`src/rtl/ciack_pkg.sv`:
```
package ciack_pkg;
    localparam int ID_W     = 10;
    localparam int NUM_SGI  = 16;
    localparam logic [ID_W-1:0] SPURIOUS_ID = 10'd1023;

    typedef enum logic [1:0] {
        ADDR_CTRL  = 2'd0,
        ADDR_PMASK = 2'd1,
        ADDR_ACK   = 2'd2,
        ADDR_EOI   = 2'd3
    } reg_addr_e;
endpackage

```
`src/rtl/ciack_filter.sv`:
```
module ciack_filter #(
    parameter int NUM_IRQ = 64,
    parameter int PRIO_W  = 8
) (
    input  logic [NUM_IRQ-1:0]        pend_i,
    input  logic [NUM_IRQ-1:0]        active_i,
    input  logic [NUM_IRQ*PRIO_W-1:0] prio_i,
    input  logic [PRIO_W-1:0]         pmask_i,
    output logic [NUM_IRQ-1:0]        elig_o
);
    for (genvar g = 0; g < NUM_IRQ; g++) begin : g_line
        logic [PRIO_W-1:0] line_prio;
        assign line_prio = prio_i[g*PRIO_W +: PRIO_W];
        assign elig_o[g] = pend_i[g] && !active_i[g] && (line_prio < pmask_i);
    end
endmodule

```
`src/rtl/ciack_arbiter.sv`:
```
module ciack_arbiter
    import ciack_pkg::*;
#(
    parameter int NUM_IRQ = 64,
    parameter int PRIO_W  = 8
) (
    input  logic [NUM_IRQ-1:0]        elig_i,
    input  logic [NUM_IRQ*PRIO_W-1:0] prio_i,
    output logic                      found_o,
    output logic [ID_W-1:0]           win_id_o
);
    logic [PRIO_W-1:0] best_prio;

    always_comb begin
        found_o   = 1'b0;
        win_id_o  = SPURIOUS_ID;
        best_prio = '1;
        // scan from the top so that ties resolve toward the lower ID
        for (int i = NUM_IRQ - 1; i >= 0; i--) begin
            if (elig_i[i] && (!found_o || prio_i[i*PRIO_W +: PRIO_W] <= best_prio)) begin
                found_o   = 1'b1;
                best_prio = prio_i[i*PRIO_W +: PRIO_W];
                win_id_o  = ID_W'(i);
            end
        end
    end


    always_comb begin
        if (found_o) begin
            winner_is_eligible_chk: assert (win_id_o < ID_W'(NUM_IRQ) && elig_i[win_id_o[$clog2(NUM_IRQ)-1:0]]);
        end
    end
endmodule

```
`src/rtl/ciack_top.sv`:
```
module ciack_top
    import ciack_pkg::*;
#(
    parameter int NUM_IRQ = 64,
    parameter int PRIO_W  = 8,
    parameter int CPU_W   = 3
) (
    input  logic                      clk_i,
    input  logic                      rst_ni,
    input  logic                      dist_en_i,
    input  logic [NUM_IRQ-1:0]        pend_i,
    input  logic [NUM_IRQ*PRIO_W-1:0] prio_i,
    input  logic [NUM_SGI*CPU_W-1:0]  sgi_src_i,
    input  logic                      reg_wr_i,
    input  logic                      reg_rd_i,
    input  logic [1:0]                reg_addr_i,
    input  logic [31:0]               reg_wdata_i,
    output logic [31:0]               reg_rdata_o,
    output logic                      irq_o
);
    localparam int IDX_W = $clog2(NUM_IRQ);

    typedef struct packed {
        logic               ctrl_en;
        logic [PRIO_W-1:0]  pmask;
        logic [NUM_IRQ-1:0] active;
        logic [31:0]        rdata;
        logic               ack_rd;
    } state_t;

    state_t s_d, s_q;

    logic [NUM_IRQ-1:0] elig;
    logic               found;
    logic [ID_W-1:0]    win_id;
    logic               deliver;
    logic [CPU_W-1:0]   src_cpu;
    logic [31:0]        ack_word;
    logic [ID_W-1:0]    eoi_id;

    ciack_filter #(.NUM_IRQ(NUM_IRQ), .PRIO_W(PRIO_W)) filter_i (
        .pend_i   (pend_i),
        .active_i (s_q.active),
        .prio_i   (prio_i),
        .pmask_i  (s_q.pmask),
        .elig_o   (elig)
    );

    ciack_arbiter #(.NUM_IRQ(NUM_IRQ), .PRIO_W(PRIO_W)) arb_i (
        .elig_i   (elig),
        .prio_i   (prio_i),
        .found_o  (found),
        .win_id_o (win_id)
    );

    assign deliver = found && s_q.ctrl_en && dist_en_i;
    assign irq_o   = deliver;
    assign eoi_id  = reg_wdata_i[ID_W-1:0];

    always_comb begin
        src_cpu = '0;
        if (win_id < ID_W'(NUM_SGI)) begin
            src_cpu = sgi_src_i[win_id[3:0]*CPU_W +: CPU_W];
        end
        ack_word = {{(32-ID_W-CPU_W){1'b0}}, src_cpu, win_id};
    end

    always_comb begin
        s_d        = s_q;
        s_d.ack_rd = 1'b0;

        if (reg_wr_i) begin
            unique case (reg_addr_e'(reg_addr_i))
                ADDR_CTRL:  s_d.ctrl_en = reg_wdata_i[0];
                ADDR_PMASK: s_d.pmask   = reg_wdata_i[PRIO_W-1:0];
                ADDR_EOI: begin
                    for (int i = 0; i < NUM_IRQ; i++) begin
                        if (eoi_id == ID_W'(i)) s_d.active[i] = 1'b0;
                    end
                end
                default: ;
            endcase
        end

        if (reg_rd_i) begin
            unique case (reg_addr_e'(reg_addr_i))
                ADDR_CTRL:  s_d.rdata = {31'b0, s_q.ctrl_en};
                ADDR_PMASK: s_d.rdata = {{(32-PRIO_W){1'b0}}, s_q.pmask};
                ADDR_ACK: begin
                    s_d.ack_rd = 1'b1;
                    if (deliver) begin
                        s_d.rdata = ack_word;
                        s_d.active[win_id[IDX_W-1:0]] = 1'b1;
                    end else begin
                        s_d.rdata = {{(32-ID_W){1'b0}}, SPURIOUS_ID};
                    end
                end
                default: s_d.rdata = '0;
            endcase
        end
    end

    always_ff @(posedge clk_i or negedge rst_ni) begin
        if (!rst_ni) begin
            s_q <= '0;
        end else begin
            s_q <= s_d;
        end
    end

    assign reg_rdata_o = s_q.rdata;


    spurious_clean_chk: assert property (@(posedge clk_i) disable iff (!rst_ni)
        (s_q.ack_rd && s_q.rdata[ID_W-1:0] == SPURIOUS_ID) |-> (s_q.rdata[31:ID_W] == '0));


    id_range_chk: assert property (@(posedge clk_i) disable iff (!rst_ni)
        s_q.ack_rd |-> (s_q.rdata[ID_W-1:0] == SPURIOUS_ID || s_q.rdata[ID_W-1:0] < ID_W'(NUM_IRQ)));


    ack_marks_active_chk: assert property (@(posedge clk_i) disable iff (!rst_ni)
        (s_q.ack_rd && s_q.rdata[ID_W-1:0] < ID_W'(NUM_IRQ)) |-> s_q.active[s_q.rdata[IDX_W-1:0]]);


    active_step_chk: assert property (@(posedge clk_i) disable iff (!rst_ni)
        $countones(s_q.active) <= $past($countones(s_q.active)) + 1);


    irq_needs_mask_chk: assert property (@(posedge clk_i) disable iff (!rst_ni)
        irq_o |-> (s_q.pmask != '0));


    irq_needs_enables_chk: assert property (@(posedge clk_i) disable iff (!rst_ni)
        irq_o |-> (s_q.ctrl_en && dist_en_i));
endmodule

```
`config.mk`:
```
export PLATFORM = sky130hd
export DESIGN_NAME = ciack_top
export DESIGN_NICKNAME = d
export VERILOG_FILES = /design/src/rtl/ciack_pkg.sv /design/src/rtl/ciack_filter.sv /design/src/rtl/ciack_arbiter.sv /design/src/rtl/ciack_top.sv
export SDC_FILE = /design/constraint.sdc
export NUM_CORES = 2
export LEC_CHECK = 0
export ABC_AREA = 1
export BUFFER_PORTS_ARGS = -buffer_cell sky130_fd_sc_hd__buf_2
export CAP_MARGIN = 20
export CORE_ASPECT_RATIO = 0.8
export CORE_MARGIN = 4
export CORE_UTILIZATION = 38
export DETAILED_ROUTE_END_ITERATION = 16
export PLACE_DENSITY = 0.7
export SLEW_MARGIN = 20
export SYNTH_ARGS = -nofsm -noshare
export SYNTH_HDL_FRONTEND = slang
export SYNTH_SLANG_ARGS = --single-unit
```
`constraint.sdc`:
```
create_clock -name clk_i -period 90.9 [get_ports clk_i]
set_clock_uncertainty 0.15 [all_clocks]
set_input_delay 4.545 -clock clk_i [delete_from_list [all_inputs] [get_ports clk_i]]
set_output_delay 4.545 -clock clk_i [all_outputs]
set_load 0.01 [all_outputs]
```
Word level (Yosys, flattened, before mapping)
Cells that the tools add are included.
Word-level totals
  register bits: 105
  word-level logic and storage cells: 857
Operators by class
  multiply operators: 1
  order comparisons: 130
  equality and inequality tests: 66
  shift operators: 1
  multiplexer cells: 266
  bitwise operators: 1
  reductions and logical operators: 388
Operators by type and width (number)
  10-bit two-way mux: 64
  8-bit < comparator: 64
  8-bit less-or-equal comparator: 63
  8-bit two-way mux: 63
  10-bit by 6-bit == test with 1-bit output (second input constant): 32
  64-bit two-way mux: 4
  1-bit logical AND: 194
  10-bit by 5-bit == test with 1-bit output (second input constant): 16
  1-bit two-way mux: 130
  1-bit zero test: 127
  97-bit two-way mux: 1
  10-bit by 4-bit == test with 1-bit output (second input constant): 8
  64-bit bitwise OR: 1
  1-bit logical OR: 63
  48-bit by 7-bit variable part select with 3-bit output: 1
  10-bit by 3-bit == test with 1-bit output (second input constant): 4
  13-bit one-hot mux with 3 select lines: 1
  10-bit by 2-bit == test with 1-bit output (second input constant): 2
  13-bit two-way mux: 1
  10-bit by 1-bit == test with 1-bit output (second input constant): 1
  10-bit zero test: 1
  10-bit by 5-bit < comparator with 1-bit output (second input constant): 1
  6-bit by 7-bit < comparator with 1-bit output (second input constant): 1
  1-bit demux with 6-bit select: 1
  other kinds (7): 9

Depth between registers and ports, before layout
  depth in word-level cells: 264
  gate-level depth with buffers: 781
  depth with buffers taken out: 719

Modules after synthesis
A second synthesis with hierarchy kept.
Unflattened totals
  cells, all modules: 5856
  area, all modules: 36501.3 sq um
Modules (own cells, without submodules)
  ciack_arbiter: times used 1, cells an instance 3453, area each 20285.7 sq um, sequential area each 0.0 sq um
  ciack_filter: times used 1, cells an instance 1810, area each 11598.6 sq um, sequential area each 0.0 sq um
  ciack_top: times used 1, cells an instance 593, area each 4616.9 sq um, sequential area each 2152.1 sq um

Least setup slack after synthesis
No wires, ideal clock.
  path kind: in2reg
  from: input prio_i[511]
  to: register s_q (netlist bit reg_rdata_o[10])
  data arrival time: 81322 ps
  required time: 90633 ps
  slack: 9312 ps
  cell stages on the path: 650
  path buffers: 63
  path through: ha_1 -> nand2_1 -> inv_1 -> nand2_1 -> nand3_1 -> nor2_2 -> nand2_1 -> nor2_1 -> ha_1 -> a21oi_1 -> nor2_1 -> a211oi_2 -> nand2_1 -> nand2_2 -> nand2_2 -> inv_1 -> clkbuf_1 -> nand2_1 -> [... 614 more ...] -> nand2_1 -> o21bai_1 -> a21oi_1 -> o221ai_1 -> nand2_1 -> nand2_1 -> inv_1 -> nand3_1 -> inv_1 -> nand4_2 -> inv_2 -> nand2_4 -> o21ai_1 -> clkinv_1 -> nand3_1 -> nand2_1 -> nand2_1 -> nand2_1
On the way
  cells in the longest elaborated chain, start to end: 260
Ends and longest elaborated chain
  from (decl): line ciack_top.sv:12  | input logic [NUM_IRQ*PRIO_W-1:0] prio_i,
  8-bit < comparator: line ciack_filter.sv:14  | assign elig_o[g] = pend_i[g] && !active_i[g] && (line_prio < pmask_i);
  1-bit logical AND: line ciack_filter.sv:14
  8-bit two-way mux / 1-bit two-way mux (equally long branches): line ciack_arbiter.sv:20  | if (elig_i[i] && (!found_o || prio_i[i*PRIO_W +: PRIO_W] <= best_prio)) begin
  8-bit less-or-equal comparator / 1-bit zero test (equally long branches): line ciack_arbiter.sv:20
  1-bit logical OR: line ciack_arbiter.sv:20
  1-bit logical AND: line ciack_arbiter.sv:20
  8-bit two-way mux / 1-bit two-way mux (equally long branches): line ciack_arbiter.sv:20
  8-bit less-or-equal comparator / 1-bit zero test (equally long branches): line ciack_arbiter.sv:20
  [... 244 more ...]
  1-bit logical OR: line ciack_arbiter.sv:20
  1-bit logical AND: line ciack_arbiter.sv:20
  10-bit two-way mux: line ciack_arbiter.sv:20
  4-bit by 2-bit multiplier with 6-bit output: line ciack_top.sv:63  | src_cpu = sgi_src_i[win_id[3:0]*CPU_W +: CPU_W];
  48-bit by 7-bit variable part select with 3-bit output: line ciack_top.sv:63
  3-bit two-way mux: line ciack_top.sv:62  | if (win_id < ID_W'(NUM_SGI)) begin
  13-bit two-way mux (*): line ciack_top.sv:91  | if (deliver) begin
  13-bit one-hot mux with 3 select lines (*): line ciack_top.sv:86  | unique case (reg_addr_e'(reg_addr_i))
  to (signal assigned): line ciack_top.sv:105  | s_q <= '0;
  to (signal assigned): line ciack_top.sv:107  | s_q <= s_d;
  to (decl): line ciack_top.sv:31  | state_t s_d, s_q;
Every way passes the cells marked *; elsewhere a longest branch is shown, timed or not.
A chain may end at the register's enable or synchronous reset.

==> impl_results.md <==
* Status: finished, final reports clean
* Worst slew pin tran at 1.47 ns
* Total grt overflow at 0
* Hold Vio Cnt, Final at 0
* Required time of the critical path at 91.04 ns
* Tcrit/Tclk final at 0.954
* CTS tree: built
* Max-Cap Viols at 0
* Max Slew Vio Count at 0
* CTS root buffer: clkbuf_16
* Slowest-stage cell, CP: o21ai_0
* Crit Path Max Fanout at 8
* Reg-to-reg startpoint: s_q[103]
* Primary FF master, synth: dfrtp_1
* Vias in the first global route at 38175
* Relative slew slack at 0.0144
* Core box area at 87700 um2
* Routed wire length at ~150000 um
* Pin count of the biggest net entering global routing at 64
* Ys Warns at 0
* Path type of the worst setup path: input pin to register
* Via-to-Cell Ratio at ~5.6
* Detailed placer's ending HPWL at 119000 um
* Clk Latency, worst-skew pair at 0.37 ns
* Post-Syn Area at between 30000 and 40000 um2
* Clock buffer depth at 2
* Crit path buf inv count at 85
* Syn Inst Count at 5071
* Die width at 341 um
* Routed len/inst at 19.4 um
* CP endpoint kind: register
* Num CTS Buffers at 9
* Async SR Flop Fraction at 1.00
* Number of synthesized flops with an enable pin at 0
* GRT Overall Usage at 0.283
* Antenna violations before repair at 53
* Crit-path max cell delay at approximately 0.41 ns
* CP arrival at approximately 87 ns
* Site Rows at 97
* Seq cells post-synth at 85
* First-pass GRT wire length at between 200000 and 250000 um
* Worst Min Path Start: reg_rdata_o[0]
* Layout cell share with drive strength beyond 1 at 0.341
* # H-tree levels at 3
* Seq/Total Area, Yosys at 0.0631
* Synth unique cells at about 60
* Layout area overhead at 39.8%
* Worst setup SP type: input pin
* Kind of cell adding the most delay to the critical path: simple AND/OR/NAND/NOR gates
* Initial DRC Count at just over 3000
* Syn Area/Cell at 6.65 um2
* Antenna-violating nets left at 0
* Port Buffers at ~650
* Number of clock sinks at 85
* DIE HEIGHT at 274 um
* Full die area at 93600 um2
* Most used cell, CP: nand2_1
* Cts hold-fix bufs at 0
* Routability cong. at 0.944
* Tightest Hold Check Type: register to register
* Vias at 42830
* Crit path time final at slightly below 90 ns
* Fin util at 0.537
* Fmax at 0.0115 GHz
* Io pins at 696
* DRT Pass-1 Iters at 7
* CP startpoint: prio_i[510]
* Setup violators final at 0
* Nets at ~8000
* DRC at 0
* Clock transition at the registers of the reported paths at 0.07 ns
* Starting density of the core at 0.384
## Yosys cell counts (7+ instances only)
library cell	instances	area (um2)
a211oi_1	60	450
a21boi_0	61	458
a21oi_1	231	1160
a311oi_1	60	526
a31oi_1	9	56.3
a41oi_1	61	534
buf_4	52	390
buf_6	18	203
clkbuf_1	16	60.1
clkbuf_8	25	344
dfrtp_1	85	2130
ha_1	891	11100
inv_1	513	1930
inv_2	69	259
nand2_1	1197	4490
nand2_2	176	1100
nand2_4	7	78.8
nand3_1	203	1020
nand3b_1	72	541
nand4_1	196	1230
nor2_1	248	931
nor2_2	7	43.8
nor3_1	9	45.0
o211ai_1	67	503
o21ai_0	531	2660
o21ai_1	70	350
o21bai_1	81	608
## final timing paths
check / cells after the start / slack (ns) / endpoint
max: 640 / 4.22 / s_q[91]
min in group asynchronous: 1 / 3.99 / reg_rdata_o[7]
min reg2reg: 1 / 0.35 / reg_rdata_o[0]
min: 1 / 0.35 / reg_rdata_o[0]
max in group asynchronous: 2 / 85.47 / s_q[97]
max reg2reg: 640 / 7.59 / s_q[91]
## worst reg2reg max path, delay by kind of cell (launching register included)
kind | cells | cell delay [ns]
buffers and inverters | 85 | 10.58
flip-flops | 1 | 0.37
AO/OA/AOI/OAI | 131 | 17.90
adder cells (fa/ha/maj) | 64 | 18.92
AND/OR/NAND/NOR | 360 | 35.17
## flip-flops by register name (all words and copies together), names as in the netlist
signal	flops
s_q	73
reg_rdata_o	12
## cells by family (layout without fill, tap and decap cells)
group                    after synthesis  after routing  share of synthesized area
AND/OR/NAND/NOR                     2140           2190                      0.288
AO/OA/AOI/OAI                       1251           1251                      0.223
adder cells (fa/ha/maj)              891            891                      0.330
buffers and inverters                703           2023                     0.0960
flip-flops                            85             85                     0.0631
other                                  1             69                   0.000111
## metal layers
| layer | global-route usage | vias to the layer above | wire length, um | part of all wire |
|---|---|---|---|---|
| met5 | 0 | - | 101 | 0.00068 |
| met4 | 0.116 | 18 | 6700 | 0.045 |
| met3 | 0.0470 | 368 | 12600 | 0.085 |
| met2 | 0.458 | 1757 | 67000 | 0.45 |
| met1 | 0.373 | 19869 | 62600 | 0.42 |
| li1 | - | 20818 | - | - |
## timing repair
action                     CTS  global route
gates cloned                 0            53
pin swaps                    0           335
setup endpoints to repair   73            73
buffers inserted             0           123
gates resized for setup     78           866
## layout make-up
class / count / area [um2]
clock inverters: 6 / 71.3
multi-input cells: 4351 / 31500
flip-flops and latches: 85 / 2130
inverters: 588 / 2230
clock buffers: 10 / 229
diodes: 50 / 125
well taps: 1188 / 1490
repair buffers: 1416 / 9310
repair inverters: 3 / 22.5
fillers: 8374 / 40600
## metrics by stage
step	instance area (um2)	setup slack (ns)	TNS (ns)	hold WS (ns)	std cells
floorplan	33800	9.31	0	0.300	5089
global placement	42400	-0.103	-1.34	0.314	7455
detailed placement	42400	-1.54	-96.06	0.335	7455
CTS	42700	0.0130	0	0.350	7471
global route	47100	-1.72	-110.92	0.385	7678
finish	47100	4.22	0	0.352	7697
## placed cells by master, fill, tap and decap left out, drive strengths merged
master,netlist,final
inv,582,575
nor3,12,12
and3,2,2
a21oi,234,234
conb,1,19
a41oi,61,61
o31ai,2,2
nand2,1380,1430
a211oi,61,61
or2b,1,1
nor2,260,260
buf,71,1416
o21bai,82,82
or3,1,1
o21a,4,4
a311oi,61,61
ha,891,891
a2111o,1,1
nand3b,72,72
nor3b,4,4
nand4,197,197
clkinvlp,1,9
a21boi,62,62
a31oi,10,10
clkinv,5,12
o21ai,601,601
dfrtp,85,85
a21o,1,1
or2,2,2
o211ai,68,68
o221ai,2,2
o41ai,1,1
diode,0,50
nand3,206,206
nor4,3,3
clkbuf,42,10
bufinv,0,1
Power is left out: the tool's default activity adds up to more than one toggle a clock period on the data nets, which glitch-free logic cannot reach.
